[src/rtl/dl_pkg.sv]
package dl_pkg;

    // Wakeup sequencing states
    typedef enum logic [1:0] {
        ST_SEED  = 2'd0,
        ST_RUN   = 2'd1,
        ST_DRAIN = 2'd2
    } dl_state_e;

endpackage

[src/rtl/dl_wake_fsm.sv]
module dl_wake_fsm
    import dl_pkg::*;
#(
    parameter int CNT_W = 8
) (
    input  logic             clk,
    input  logic             rst_n,
    input  logic             wake_i,
    input  logic             ignore_i,
    input  logic [CNT_W-1:0] inflight_i,
    input  logic             fifos_empty_i,
    output logic             seed_o,
    output logic             hold_o
);

    dl_state_e state_q, state_d;
    logic      wake_q;
    logic      wake_edge;
    logic      drained;

    assign wake_edge = wake_i & ~wake_q & ~ignore_i;
    assign drained   = (inflight_i == '0) && fifos_empty_i;

    // State register
    always_ff @(posedge clk) begin
        if (!rst_n) begin
            state_q <= ST_SEED;
            wake_q  <= 1'b0;
        end else begin
            state_q <= state_d;
            wake_q  <= wake_i;
        end
    end

    // Transitions
    always_comb begin
        state_d = state_q;
        unique case (state_q)
            ST_SEED:  state_d = wake_edge ? ST_DRAIN : ST_RUN;
            ST_RUN:   state_d = wake_edge ? ST_DRAIN : ST_RUN;
            ST_DRAIN: state_d = (drained && !wake_edge) ? ST_SEED : ST_DRAIN;
            default:  state_d = ST_SEED;
        endcase
    end

    // Outputs
    always_comb begin
        seed_o = 1'b0;
        hold_o = 1'b1;
        unique case (state_q)
            ST_SEED:  begin seed_o = 1'b1; hold_o = 1'b1; end
            ST_RUN:   begin seed_o = 1'b0; hold_o = 1'b0; end
            ST_DRAIN: begin seed_o = 1'b0; hold_o = 1'b1; end
            default:  begin seed_o = 1'b0; hold_o = 1'b1; end
        endcase
    end

    // drain holds while anything is outstanding
    a_r6_drain_hold: assert property (@(posedge clk) disable iff (!rst_n)
        (state_q == ST_DRAIN && !((inflight_i == '0) && fifos_empty_i))
        |=> state_q == ST_DRAIN);

    // a honoured wakeup edge in RUN always enters DRAIN
    a_r6_enter_drain: assert property (@(posedge clk) disable iff (!rst_n)
        (state_q == ST_RUN && wake_i && !wake_q && !ignore_i)
        |=> state_q == ST_DRAIN);

    // seeding lasts exactly one cycle
    a_r7_seed_once: assert property (@(posedge clk) disable iff (!rst_n)
        (state_q == ST_SEED) |=> state_q != ST_SEED);

    // ignored wakeups leave RUN untouched
    a_r9_ignore_run: assert property (@(posedge clk) disable iff (!rst_n)
        (state_q == ST_RUN && ignore_i) |=> state_q == ST_RUN);

endmodule

[src/rtl/dl_calc.sv]
module dl_calc #(
    parameter int TS_W    = 32,
    parameter int FD_W    = 8,
    parameter int INC_W   = 8,
    parameter int MIN_W   = 4,
    parameter int UNIT_SH = 8
) (
    input  logic             clk,
    input  logic             rst_n,
    input  logic [TS_W-1:0]  timer_i,
    input  logic [FD_W-1:0]  first_dly_i,
    input  logic [INC_W-1:0] incr_i,
    input  logic [MIN_W-1:0] min_lead_i,
    input  logic             wide_i,
    input  logic             accept_i,
    input  logic             seed_i,
    output logic [TS_W-1:0]  issued_o,
    output logic [TS_W-1:0]  next_o
);

    localparam int FD_PAD  = TS_W - FD_W - UNIT_SH;
    localparam int MIN_PAD = TS_W - MIN_W - UNIT_SH;
    localparam int INC_PAD = TS_W - INC_W;

    logic [TS_W-1:0] next_q;
    logic [TS_W-1:0] first_ext, lead_ext, inc_ext, step;
    logic [TS_W-1:0] lead_at, gap;

    assign first_ext = {{FD_PAD{1'b0}},  first_dly_i, {UNIT_SH{1'b0}}};
    assign lead_ext  = {{MIN_PAD{1'b0}}, min_lead_i,  {UNIT_SH{1'b0}}};
    assign inc_ext   = {{INC_PAD{1'b0}}, incr_i};
    assign step      = wide_i ? (inc_ext << 1) : inc_ext;

    // Clamp to the minimum lead over the timer (wrap-safe)
    assign lead_at  = timer_i + lead_ext;
    assign gap      = next_q - lead_at;
    assign issued_o = gap[TS_W-1] ? lead_at : next_q;
    assign next_o   = next_q;

    always_ff @(posedge clk) begin
        if (!rst_n) begin
            next_q <= '0;
        end else if (seed_i) begin
            next_q <= timer_i + first_ext;
        end else if (accept_i) begin
            next_q <= issued_o + step;
        end
    end

    // each accepted request moves the running value forward
    a_r2_advance: assert property (@(posedge clk) disable iff (!rst_n)
        (accept_i && !seed_i && incr_i != '0) |=> next_q != $past(issued_o));

endmodule

[src/rtl/dl_guard.sv]
module dl_guard #(
    parameter int TS_W   = 32,
    parameter int WIN_SH = 16
) (
    input  logic [TS_W-1:0] next_i,
    input  logic [TS_W-1:0] timer_i,
    input  logic            chk_off_i,
    output logic            far_o
);

    localparam logic [TS_W-1:0] WINDOW = {{(TS_W-1){1'b0}}, 1'b1} << WIN_SH;

    logic [TS_W-1:0] limit;
    logic [TS_W-1:0] diff;

    assign limit = timer_i + WINDOW;
    assign diff  = next_i - limit;
    // Beyond the window when the signed difference is strictly positive
    assign far_o = !chk_off_i && !diff[TS_W-1] && (diff != '0);

endmodule

[src/rtl/dl_tagger.sv]
module dl_tagger
    import dl_pkg::*;
#(
    parameter int TS_W    = 32,
    parameter int CNT_W   = 8,
    parameter int FD_W    = 8,
    parameter int INC_W   = 8,
    parameter int MIN_W   = 4,
    parameter int UNIT_SH = 8,
    parameter int WIN_SH  = 16
) (
    input  logic             clk,
    input  logic             rst_n,
    input  logic [TS_W-1:0]  timer_i,
    input  logic             wake_i,
    input  logic             req_valid_i,
    input  logic             req_wide_i,
    input  logic [CNT_W-1:0] inflight_i,
    input  logic             fifos_empty_i,
    input  logic [FD_W-1:0]  cfg_first_dly_i,
    input  logic [INC_W-1:0] cfg_incr_i,
    input  logic [MIN_W-1:0] cfg_min_lead_i,
    input  logic             cfg_wake_ignore_i,
    input  logic             cfg_far_chk_off_i,
    output logic             stall_o,
    output logic             deadline_vld_o,
    output logic [TS_W-1:0]  deadline_o
);

    localparam int MIN_PAD = TS_W - MIN_W - UNIT_SH;
    localparam logic [TS_W-1:0] WINDOW = {{(TS_W-1){1'b0}}, 1'b1} << WIN_SH;

    logic            seed, hold, far, accept;
    logic [TS_W-1:0] issued, next_val;

    dl_wake_fsm #(.CNT_W(CNT_W)) u_fsm (
        .clk           (clk),
        .rst_n         (rst_n),
        .wake_i        (wake_i),
        .ignore_i      (cfg_wake_ignore_i),
        .inflight_i    (inflight_i),
        .fifos_empty_i (fifos_empty_i),
        .seed_o        (seed),
        .hold_o        (hold)
    );

    dl_calc #(
        .TS_W(TS_W), .FD_W(FD_W), .INC_W(INC_W),
        .MIN_W(MIN_W), .UNIT_SH(UNIT_SH)
    ) u_calc (
        .clk         (clk),
        .rst_n       (rst_n),
        .timer_i     (timer_i),
        .first_dly_i (cfg_first_dly_i),
        .incr_i      (cfg_incr_i),
        .min_lead_i  (cfg_min_lead_i),
        .wide_i      (req_wide_i),
        .accept_i    (accept),
        .seed_i      (seed),
        .issued_o    (issued),
        .next_o      (next_val)
    );

    dl_guard #(.TS_W(TS_W), .WIN_SH(WIN_SH)) u_guard (
        .next_i    (next_val),
        .timer_i   (timer_i),
        .chk_off_i (cfg_far_chk_off_i),
        .far_o     (far)
    );

    assign stall_o        = hold | far;
    assign accept         = req_valid_i & ~stall_o;
    assign deadline_vld_o = accept;
    assign deadline_o     = issued;

    // Checker views computed from the ports
    logic [TS_W-1:0] min_gap, far_gap;
    assign min_gap = deadline_o - (timer_i + {{MIN_PAD{1'b0}}, cfg_min_lead_i, {UNIT_SH{1'b0}}});
    assign far_gap = deadline_o - (timer_i + WINDOW);

    // no accepted deadline falls short of the minimum lead
    a_r4_min_lead: assert property (@(posedge clk) disable iff (!rst_n)
        deadline_vld_o |-> !min_gap[TS_W-1]);

    // with the check on, no accepted deadline lies beyond the window
    a_r10_far_window: assert property (@(posedge clk) disable iff (!rst_n)
        (deadline_vld_o && !cfg_far_chk_off_i) |-> (far_gap[TS_W-1] || far_gap == '0));

endmodule

[config.mk]
export PLATFORM = sky130hd
export DESIGN_NAME = dl_tagger
export DESIGN_NICKNAME = d
export VERILOG_FILES = /design/src/rtl/dl_pkg.sv /design/src/rtl/dl_wake_fsm.sv /design/src/rtl/dl_calc.sv /design/src/rtl/dl_guard.sv /design/src/rtl/dl_tagger.sv
export SDC_FILE = /design/constraint.sdc
export NUM_CORES = 1
export LEC_CHECK = 0
export CORE_MARGIN = 3
export CORE_UTILIZATION = 58
export DETAILED_ROUTE_END_ITERATION = 8
export GPL_TIMING_DRIVEN = 0
export PLACE_DENSITY_LB_ADDON = 0.05
export RECOVER_POWER = 25
export SETUP_SLACK_MARGIN = 0.05
export SYNTH_ARGS = -nofsm -noshare
export SYNTH_HDL_FRONTEND = slang
export SYNTH_HIERARCHICAL = 1
export SYNTH_SLANG_ARGS = --single-unit
[constraint.sdc]
create_clock -name clk -period 10.9 [get_ports clk]
set_input_delay 2.18 -clock clk [delete_from_list [all_inputs] [get_ports clk]]
set_output_delay 2.18 -clock clk [all_outputs]
set_load 0.05 [all_outputs]
==> results.toml, run 1 <==
[logic_synthesis]
synthDistinctLibCells = 86
synthFlopType = "dfxtp_1"
synth_area_leaders = "ha_1 (19%), dfxtp_1 (9.3%), a21oi_1 (5.3%)"
synth.top_cell.area_share_pct = 18.5
synth_top_cell_by_area = "ha_1"
yosysSeqAreaShare_pct = 9.25
syn_area_um2 = 7570
ys_seq_elements = 35
synthArstFlopShare_pct = 0
syn-num-nets = 1237
ys_warn_count = 6
syn-instance-count = 1053
synth_edf_count = 0
syn_area_per_cell_um2 = 7.19

[worst_setup_path]
cp-start-kind = "input port"
rr_worst_depth = 18
critical_path_class = "input port to output pin"
crit_path_max_incr_delay_ns = 0.88
required_ns = 8.72
rrSetupSlack_ns = 3.99
arrival_ns = 8.36
worstPathCellList = "clkdlybuf4s50_1 > ha_1 > fa_1 > a21o_1 > a21o_1 > nand4_1 > xor2_1 > ha_1 > a21o_1 > a221o_1 > a221o_1 > a211oi_4 > xor2_2 > clkbuf_2 > clkbuf_1 > nand2_1 > o21ai_0 > clkdlybuf4s50_1"
worst_path_most_repeated_cell = "a21o_1"
r2r-start = "u_calc/next_o[1]$_SDFFE_PN0P_"
reg2reg_to = "u_calc/next_o[16]$_SDFFE_PN0P_"
end_kind = "output pin"
crit_path_max_fanout = 10
crit_slowest_cell = "clkdlybuf4s50_1"

[cts]
h-tree-depth = 2
cts-root-buf = "clkbuf_16"
cts_max_path_buffers = 2
numCtsBuffers = 5
clock_latency_ns = 0.28
cts.repair.resized = 0
cts_setup_buffers = 0
holdBufCountCts = 0
cts_tree = "yes"
path_clk_slew_ns = 0.06
clock_sinks = 35

[die]
fp.dieH_um = 120
core_um2 = 12700
ios = 102
start_util_pct = 59.8
dieArea_um2 = 14500
fp.dieW_um = 120
rows = 41

[grt]
grtUsageTotal_pct = 34.2
grt_max_degree = 13
grt_pass1_wl_mm = 40.0
grt_overflow_total = 0
grt_pass1_vias = 7750
antenna_found_initial = 0

[finish]
finish.utilization_pct = 70.7
design_area_um2 = 8950
drive_gt1_share_pct = 6.29
final_cell_mix = "ha_1 (112), inv_1 (102), clkdlybuf4s50_1 (96), nand2_1 (94), a21oi_1 (80)"
diodes = 0
fin_nets = 1344
layout_commonest_cell = "ha_1"
final_cells = 1333
syn_to_final_growth_pct = 18.2

[worst_hold_path]
holdCritStartpoint = "u_fsm/state_q[1]$_SDFF_PN0_"
min_to = "u_fsm/state_q[1]$_SDFF_PN0_"
min_path_type = "flip-flop to flip-flop"
hold_depth = 2

[power_and_ir_drop]
p_leak_nw = 3.90
power.total_mw = 1.31
ir_worst_vdd_mv = 0.0865
power.density_nw_per_um2 = 146

[sta]
tightestPinTransition_ns = 0.948
period_needed_ns = 10.54
rsz0062_at_grt = "false"
skew_ns = 0.00607
report.final.hold_viol_count = 0
fmax_mhz = 94.9
setup_tns_ns = 0
slew_headroom_pct = 36.4
finalSetupViolations = 0
finalCritPeriodShare_pct = 96.7
drv_slew = 0

[placed_design]
dp_hpwl_mm = 20.7
dpl.cell_count = 1325
placed_area_um2 = 8790
place_congestion = 0.974
port_buffers = 100

[detailed_routing]
drtIter0Drc = 805
via_per_inst = 6.30
vias = 8399
drt_pre_antenna_iters = 5
antenna_left = 0
wl_per_cell_um = 19.2
drc = 0
wl_mm = 25.5

[status]
status = "finished, final reports clean"

[flow_run]
maxCapViolCount = 0
sequential cells by signal, indices dropped and copies added, names as in the netlist:
register,cells
u_calc/next_o,32
u_fsm/state_q,2
u_fsm/wake_q,1
cell usage after synthesis (5+ instances only):
cell type and count:
a211o_1 6, a211oi_1 14, a211oi_2 5, a21o_1 22
a21oi_1 80, a21oi_2 6, a31oi_1 10, and2_1 11
and3_1 16, and4_1 6, buf_2 14, buf_4 5
clkbuf_1 22, dfxtp_1 35, ha_1 112, inv_1 102
mux2_2 9, mux2i_1 20, nand2_1 94, nand2b_1 7
nand3_1 43, nand3b_1 5, nand4_1 21, nor2_1 77
nor2b_1 12, nor3_1 15, nor4_1 6, o211ai_1 9
o21a_1 7, o21ai_0 56, o21ai_1 13, o21bai_1 8
o22ai_1 9, or2_2 6, or3_1 6, xnor2_1 34
xor2_1 43
how the worst max path moves through the flow:
stage | slack [ns] | startpoint | depth (start not counted) | to
6_report | 0.36 | timer_i[8] | 18 | deadline_o[3]
5_1_grt | 0.12 | timer_i[8] | 19 | deadline_o[3]
4_1_cts | 0.31 | timer_i[8] | 18 | deadline_o[3]
3_5_place_dp | 0.31 | timer_i[8] | 18 | deadline_o[3]
3_3_place_gp | 0.34 | timer_i[8] | 18 | deadline_o[3]
2_1_floorplan | 1.35 | timer_i[8] | 26 | u_calc/next_o[28]$_SDFFE_PN0P_
layout make-up:
type | count | area, um^2
Clock inverter | 3 | 43.8
Timing Repair Buffer | 100 | 1000
Tap cell | 172 | 215
Sequential cell | 35 | 701
Fill cell | 1195 | 3720
Inverter | 102 | 383
Multi-Input combinational cell | 873 | 6280
Clock buffer | 5 | 125
Buffer | 43 | 206
report_power, final:
part	total (mW)	leakage [nW]	switching (mW)	internal, mW
registers	0.172	0.290	0.0286	0.144
logic	0.964	3.53	0.619	0.346
clock network	0.170	0.0838	0.0623	0.108
total	1.31	3.90	0.709	0.597
per-layer routing:
layer	wire length, um	global-route usage, %	part of all wire [%]
met2	11700	57.3	46
met3	2260	4.35	8.9
met5	0	0	0
met4	906	11.1	3.5
met1	10600	45.7	42
logic make-up (layout without fill, tap and decap cells):
group                    Yosys count  in the layout  share of synthesized area, %
XOR/XNOR                          79             79                          9.33
adder cells (fa/ha/maj)          116            116                          19.6
AO/OA/AOI/OAI                    296            296                          26.3
flip-flops                        35             35                          9.25
multiplexers                      29             29                          3.98
AND/OR/NAND/NOR                  353            353                          23.8
buffers and inverters            145            253                          7.76
worst max-delay path: cells and delay by family:
kind	cells	cell delay [ns]
buffers and inverters	4	2.08
AO/OA/AOI/OAI	7	2.00
XOR/XNOR	2	0.80
adder cells (fa/ha/maj)	3	1.04
AND/OR/NAND/NOR	2	0.24
through the flow:
step	hold WS [ns]	setup WS (ns)
floorplan	0.463	1.35
global placement	0.490	0.344
detailed placement	0.493	0.307
CTS	0.502	0.307
global route	0.565	0.117
finish	0.515	0.363
Note: power is estimated with default switching activity, not from simulation.
==> inputs of run 2 (changes only) <==
--- a/config.mk
+++ b/config.mk
@@ -9,6 +9,7 @@
 export CORE_UTILIZATION = 58
 export DETAILED_ROUTE_END_ITERATION = 8
 export GPL_TIMING_DRIVEN = 0
+export HOLD_SLACK_MARGIN = 0.05
 export PLACE_DENSITY_LB_ADDON = 0.05
 export RECOVER_POWER = 25
 export SETUP_SLACK_MARGIN = 0.05
==> constraint.sdc (replaced) <==
create_clock -name clk -period 10.9 [get_ports clk]
set_input_delay 2.18 -clock clk [delete_from_list [all_inputs] [get_ports clk]]
set_output_delay 2.18 -clock clk [all_outputs]
set_load 0.1 [all_outputs]
==> run 2 against run 1 <==
  * Highest routed layer unchanged
  * Via count is 0.39% higher
  * Fmax about the same
  * Flip-flop and latch count did not move
  * First-iteration DRC count grew 18%
  * Sequential share of layout area barely moved
  * Cell count did not move
  * Combinational power up 15%
  * Count of clock-buffer cells in the layout did not move
  * Clock power hardly changed
  * Non-clock buffer count unchanged
  * Sequential power about the same
  * Routed wire length rose by 0.12%
==> results.toml, run 2 (synthesized netlist as in run 1, its figures left out) <==
[power_and_ir_drop]
switchingPower_uw = 864
p_seq_share_pct = 11.8
ir_worst_vdd_mv = 0.124
pwr-share-clk_pct = 11.7
p_leak_nw = 4.08
power.density_nw_per_um2 = 162
switching_share_pct = 59.3
power.total_mw = 1.46
p_int_uw = 594
p_comb_share_pct = 76.4

[detailed_routing]
drtIter0Drc = 948
wl_per_cell_um = 19.2
via_per_inst = 6.33
wl_mm = 25.6
antenna_left = 0
drc = 0
drt_pre_antenna_iters = 5
vias = 8432

[die]
core_um2 = 12700
rows = 41
fp.dieH_um = 120
fp.dieW_um = 120
dieArea_um2 = 14500
start_util_pct = 59.8
ios = 102

[grt]
grt_max_degree = 13
grtUsageTotal_pct = 34.2
antenna_found_initial = 0
grt_pass1_wl_mm = 40.0
grt_pass1_vias = 7750
grt_overflow_total = 0

[finish]
syn_to_final_growth_pct = 18.7
seqCellArea_um2 = 701
diodes = 0
layout_commonest_cell = "ha_1"
final_cell_mix = "ha_1 (112), inv_1 (102), nand2_1 (94), a21oi_1 (80), clkdlybuf4s50_1 (79)"
drive_gt1_share_pct = 6.46
fin_nets = 1344
multi_input_area_um2 = 6280
largest_reg_flops = 32
nFillCells = 1189

[cts]
cts_max_path_buffers = 2
clock_sinks = 35
holdBufCountCts = 0
path_clk_slew_ns = 0.06
h-tree-depth = 2
clock_latency_ns = 0.28
cts_tree = "yes"
cts_setup_buffers = 0
cts-root-buf = "clkbuf_16"
numCtsBuffers = 5

[worst_setup_path]
reg2reg_to = "u_calc/next_o[28]$_SDFFE_PN0P_"
rr_worst_depth = 20
r2r-start = "u_calc/next_o[26]$_SDFFE_PN0P_"
critical_path_class = "input port to output pin"
cp-start-kind = "input port"
end_kind = "output pin"
rrSetupSlack_ns = 4.11
arrival_ns = 8.36
required_ns = 8.72
crit_path_max_fanout = 10

[worst_hold_path]
hold_depth = 2
min_path_type = "flip-flop to flip-flop"
holdCritStartpoint = "u_fsm/state_q[1]$_SDFF_PN0_"
min_to = "u_fsm/state_q[1]$_SDFF_PN0_"

[sta]
rsz0062_at_grt = "true"
tightestPinTransition_ns = 0.996
setup_slack_ns = 0.358
whs_ns = 0.519
drv_slew = 0
period_needed_ns = 10.54
fmax_mhz = 94.9
skew_ns = 0.00650
finalCritPeriodShare_pct = 96.7
report.final.hold_viol_count = 0
finalSetupViolations = 0
slew_headroom_pct = 33.4

[placed_design]
port_buffers = 100
place_congestion = 0.974
preCtsSetupSlack_ns = -0.0248
dp_hpwl_mm = 20.7

[status]
status = "finished, final reports clean"

[flow_run]
maxCapViolCount = 0
[run 2: power groups by stage]
stage	clock, mW	sequential [mW]	combinational, mW
final	0.171	0.172	1.11
after detailed placement	0	0.174	1.09
after global routing	0.175	0.174	1.19
after global placement	0	0.174	1.09
after floorplan	0	0.162	0.826
after CTS	0.170	0.171	1.10
[run 2: area by class of cell]
cell class,count,share of cell area (%)
tap,172,2.39
sequential,35,7.80
buffer,43,2.28
clock inverter,3,0.487
clock buffer,5,1.39
inverter,102,4.26
multi-input combinational,873,69.9
timing repair buffer,100,11.5
[run 2: repair_timing]
item,in CTS,in global routing
cloned,0,0
endpoints found under the setup margin,2,22
resized for setup,2,23
[run 2: stage by stage]
step / std cells / util [%] / setup TNS, ns / instance area, um^2
after floorplan: 1053 / - / 0 / 7570
after global placement: 1325 / 69.4 / 0 / 8790
final: 1333 / 70.9 / 0 / 8990
after global routing: 1333 / 70.9 / 0 / 8990
after detailed placement: 1325 / 69.4 / -0.0248 / 8790
after CTS: 1333 / 70.7 / 0 / 8960
[run 2: worst max path at each step]
stage                    start                              to  slack, ns  cells past startpoint
global placement    timer_i[8]                   deadline_o[3]       0.01                     18
finish              timer_i[8]                   deadline_o[0]       0.36                     18
floorplan           timer_i[8]  u_calc/next_o[28]$_SDFFE_PN0P_       0.18                     26
CTS                 timer_i[8]                   deadline_o[0]       0.10                     18
detailed placement  timer_i[8]                   deadline_o[3]      -0.02                     18
global route        timer_i[8]  u_calc/next_o[28]$_SDFFE_PN0P_       0.03                     28
[run 2: per-layer routing]
metal | up-vias | GRT usage (%) | wire length [um]
met5 | - | 0 | 0
met4 | 0 | 11.1 | 903
met3 | 66 | 4.35 | 2310
met2 | 432 | 57.3 | 11700
met1 | 3909 | 45.7 | 10600
li1 | 4025 | - | -
[run 2: worst max-delay path, cell delays in order]
cell             delay [ns]
clkdlybuf4s50_1        0.46
ha_1                   0.27
fa_1                   0.44
a21o_1                 0.24
a21o_1                 0.29
nand4_1                0.14
xor2_1                 0.38
ha_1                   0.33
a21o_1                 0.17
a221o_1                0.31
a221o_1                0.45
a211oi_4               0.38
xor2_2                 0.43
clkbuf_1               0.54
clkbuf_1               0.38
nand2_1                0.10
nand2_1                0.10
dlymetal6s2s_1         0.75
==> inputs of run 3 (changes only) <==
--- a/config.mk
+++ b/config.mk
@@ -13,6 +13,7 @@
 export PLACE_DENSITY_LB_ADDON = 0.05
 export RECOVER_POWER = 25
 export SETUP_SLACK_MARGIN = 0.05
+export SKIP_CTS_REPAIR_TIMING = 1
 export SYNTH_ARGS = -nofsm -noshare
 export SYNTH_HDL_FRONTEND = slang
 export SYNTH_HIERARCHICAL = 1
==> run 3 against run 2 <==
  * Final area up 0.17%
  * Combinational power about the same
  * Clock skew up 0.00070 ns
  * Critical path type unchanged
  * Largest cell class unchanged
==> results.toml, run 3 (synthesized netlist as in run 1, its figures left out) <==
[status]
status = "finished, final reports clean"

[finish]
finish.utilization_pct = 71.1
syn_to_final_growth_pct = 18.9
diodes = 0
layout_commonest_cell = "ha_1"
drive_gt1_share_pct = 6.29
nFillCells = 1184
largest_reg_flops = 32
fin_nets = 1344
final_cell_mix = "ha_1 (112), inv_1 (102), nand2_1 (94), a21oi_1 (80), clkdlybuf4s50_1 (79)"

[grt]
grt_max_degree = 13
grt_pass1_vias = 7750
grt_overflow_total = 0
antenna_found_initial = 0
grtUsageTotal_pct = 34.2
grt_pass1_wl_mm = 40.0

[detailed_routing]
drc = 0
via_per_inst = 6.31
drt_pre_antenna_iters = 7
wl_per_cell_um = 19.2
antenna_left = 0
vias = 8407
drtIter0Drc = 835
wl_mm = 25.6

[die]
ios = 102
core_um2 = 12700
fp.dieH_um = 120
start_util_pct = 59.8
dieArea_um2 = 14500
rows = 41
fp.dieW_um = 120

[sta]
finalCritPeriodShare_pct = 97.8
whs_ns = 0.518
rsz0062_at_grt = "true"
drv_slew = 0
finalSetupViolations = 0
period_needed_ns = 10.66
report.final.hold_viol_count = 0
tightestPinTransition_ns = 0.996
skew_ns = 0.00721
fmax_mhz = 93.8
setup_tns_ns = 0
slew_headroom_pct = 33.4

[cts]
clock_latency_ns = 0.28
path_clk_slew_ns = 0.06
cts-root-buf = "clkbuf_16"
h-tree-depth = 2
cts_max_path_buffers = 2
numCtsBuffers = 5
cts_tree = "yes"
clock_sinks = 35

[power_and_ir_drop]
ir_worst_vdd_mv = 0.124
power.density_nw_per_um2 = 162
p_leak_nw = 4.10
power.total_mw = 1.46

[worst_setup_path]
cp-start-kind = "input port"
worstPathCellList = "clkdlybuf4s50_1 > ha_1 > fa_1 > a21o_1 > a21o_1 > nand4_1 > xor2_1 > ha_1 > a21o_1 > a221o_1 > a221o_1 > a211oi_4 > xor2_2 > clkbuf_1 > clkbuf_1 > nand2_1 > o21ai_0 > dlymetal6s2s_1"
critical_path_class = "input port to output pin"
crit_path_max_fanout = 10
crit_path_max_incr_delay_ns = 0.81
required_ns = 8.72
arrival_ns = 8.48
rrSetupSlack_ns = 4.14
r2r-start = "u_calc/next_o[26]$_SDFFE_PN0P_"
crit_start = "timer_i[8]"
crit_slowest_cell = "dlymetal6s2s_1"
end_kind = "output pin"
worst_path_most_repeated_cell = "a21o_1"
reg2reg_to = "u_calc/next_o[26]$_SDFFE_PN0P_"
rr_worst_depth = 20

[worst_hold_path]
hold_depth = 2
min_to = "u_fsm/state_q[1]$_SDFF_PN0_"
holdCritStartpoint = "u_fsm/state_q[1]$_SDFF_PN0_"
min_path_type = "flip-flop to flip-flop"

[flow_run]
maxCapViolCount = 0

[placed_design]
place_congestion = 0.974
dp_hpwl_mm = 20.7
port_buffers = 100
[run 3: changes by cell type in the layout (fill, tap and decap cells not counted)]
cell / before / now
clkbuf_2: 2 / 0
dlymetal6s2s_1: 16 / 18
[run 3: cell type report]
class	count	area, um^2	share of cell area [%]
sequential	35	701	7.78
buffer	43	205	2.28
clock buffer	5	125	1.39
inverter	102	383	4.25
tap	172	215	2.39
clock inverter	3	43.8	0.486
multi-input combinational	873	6280	69.8
timing repair buffer	100	1050	11.6
[run 3: worst max path at each step]
stage,depth (start not counted),endpoint,slack (ns)
finish,18,deadline_o[3],0.24
global route,19,deadline_o[3],0.03
CTS,18,deadline_o[3],-0.02
detailed placement,18,deadline_o[3],-0.02
global placement,18,deadline_o[3],0.01
floorplan,26,u_calc/next_o[28]$_SDFFE_PN0P_,0.18
[run 3: critical path: cells and delay by family]
kind,cells,cell delay [ns]
compound gates,7,2.01
xor+xnor,2,0.83
fa+ha+maj,3,1.04
buf+inv,4,2.20
simple gates,2,0.23
[run 3: power breakdown]
group          leakage (nW)  internal, mW  switching, mW
Sequential            0.290         0.144         0.0285
Clock                0.0838         0.108         0.0617
Combinational          3.73         0.344          0.774
[run 3: per-layer routing]
| layer | vias up | share of wire (%) | global-route usage, % |
|---|---|---|---|
| li1 | 4023 | - | - |
| met1 | 3855 | 42 | 45.7 |
| met2 | 457 | 46 | 57.3 |
| met3 | 72 | 9.1 | 4.35 |
| met4 | 0 | 3.7 | 11.1 |
| met5 | - | 0 | 0 |
[run 3: per-stage QoR]
stage | cell area, um^2 | cells | setup slack, ns
6_report | 9000 | 1333 | 0.237
5_1_grt | 9000 | 1333 | 0.0323
4_1_cts | 8960 | 1333 | -0.0248
3_5_place_dp | 8790 | 1325 | -0.0248
3_3_place_gp | 8790 | 1325 | 0.0123
2_1_floorplan | 7570 | 1053 | 0.179
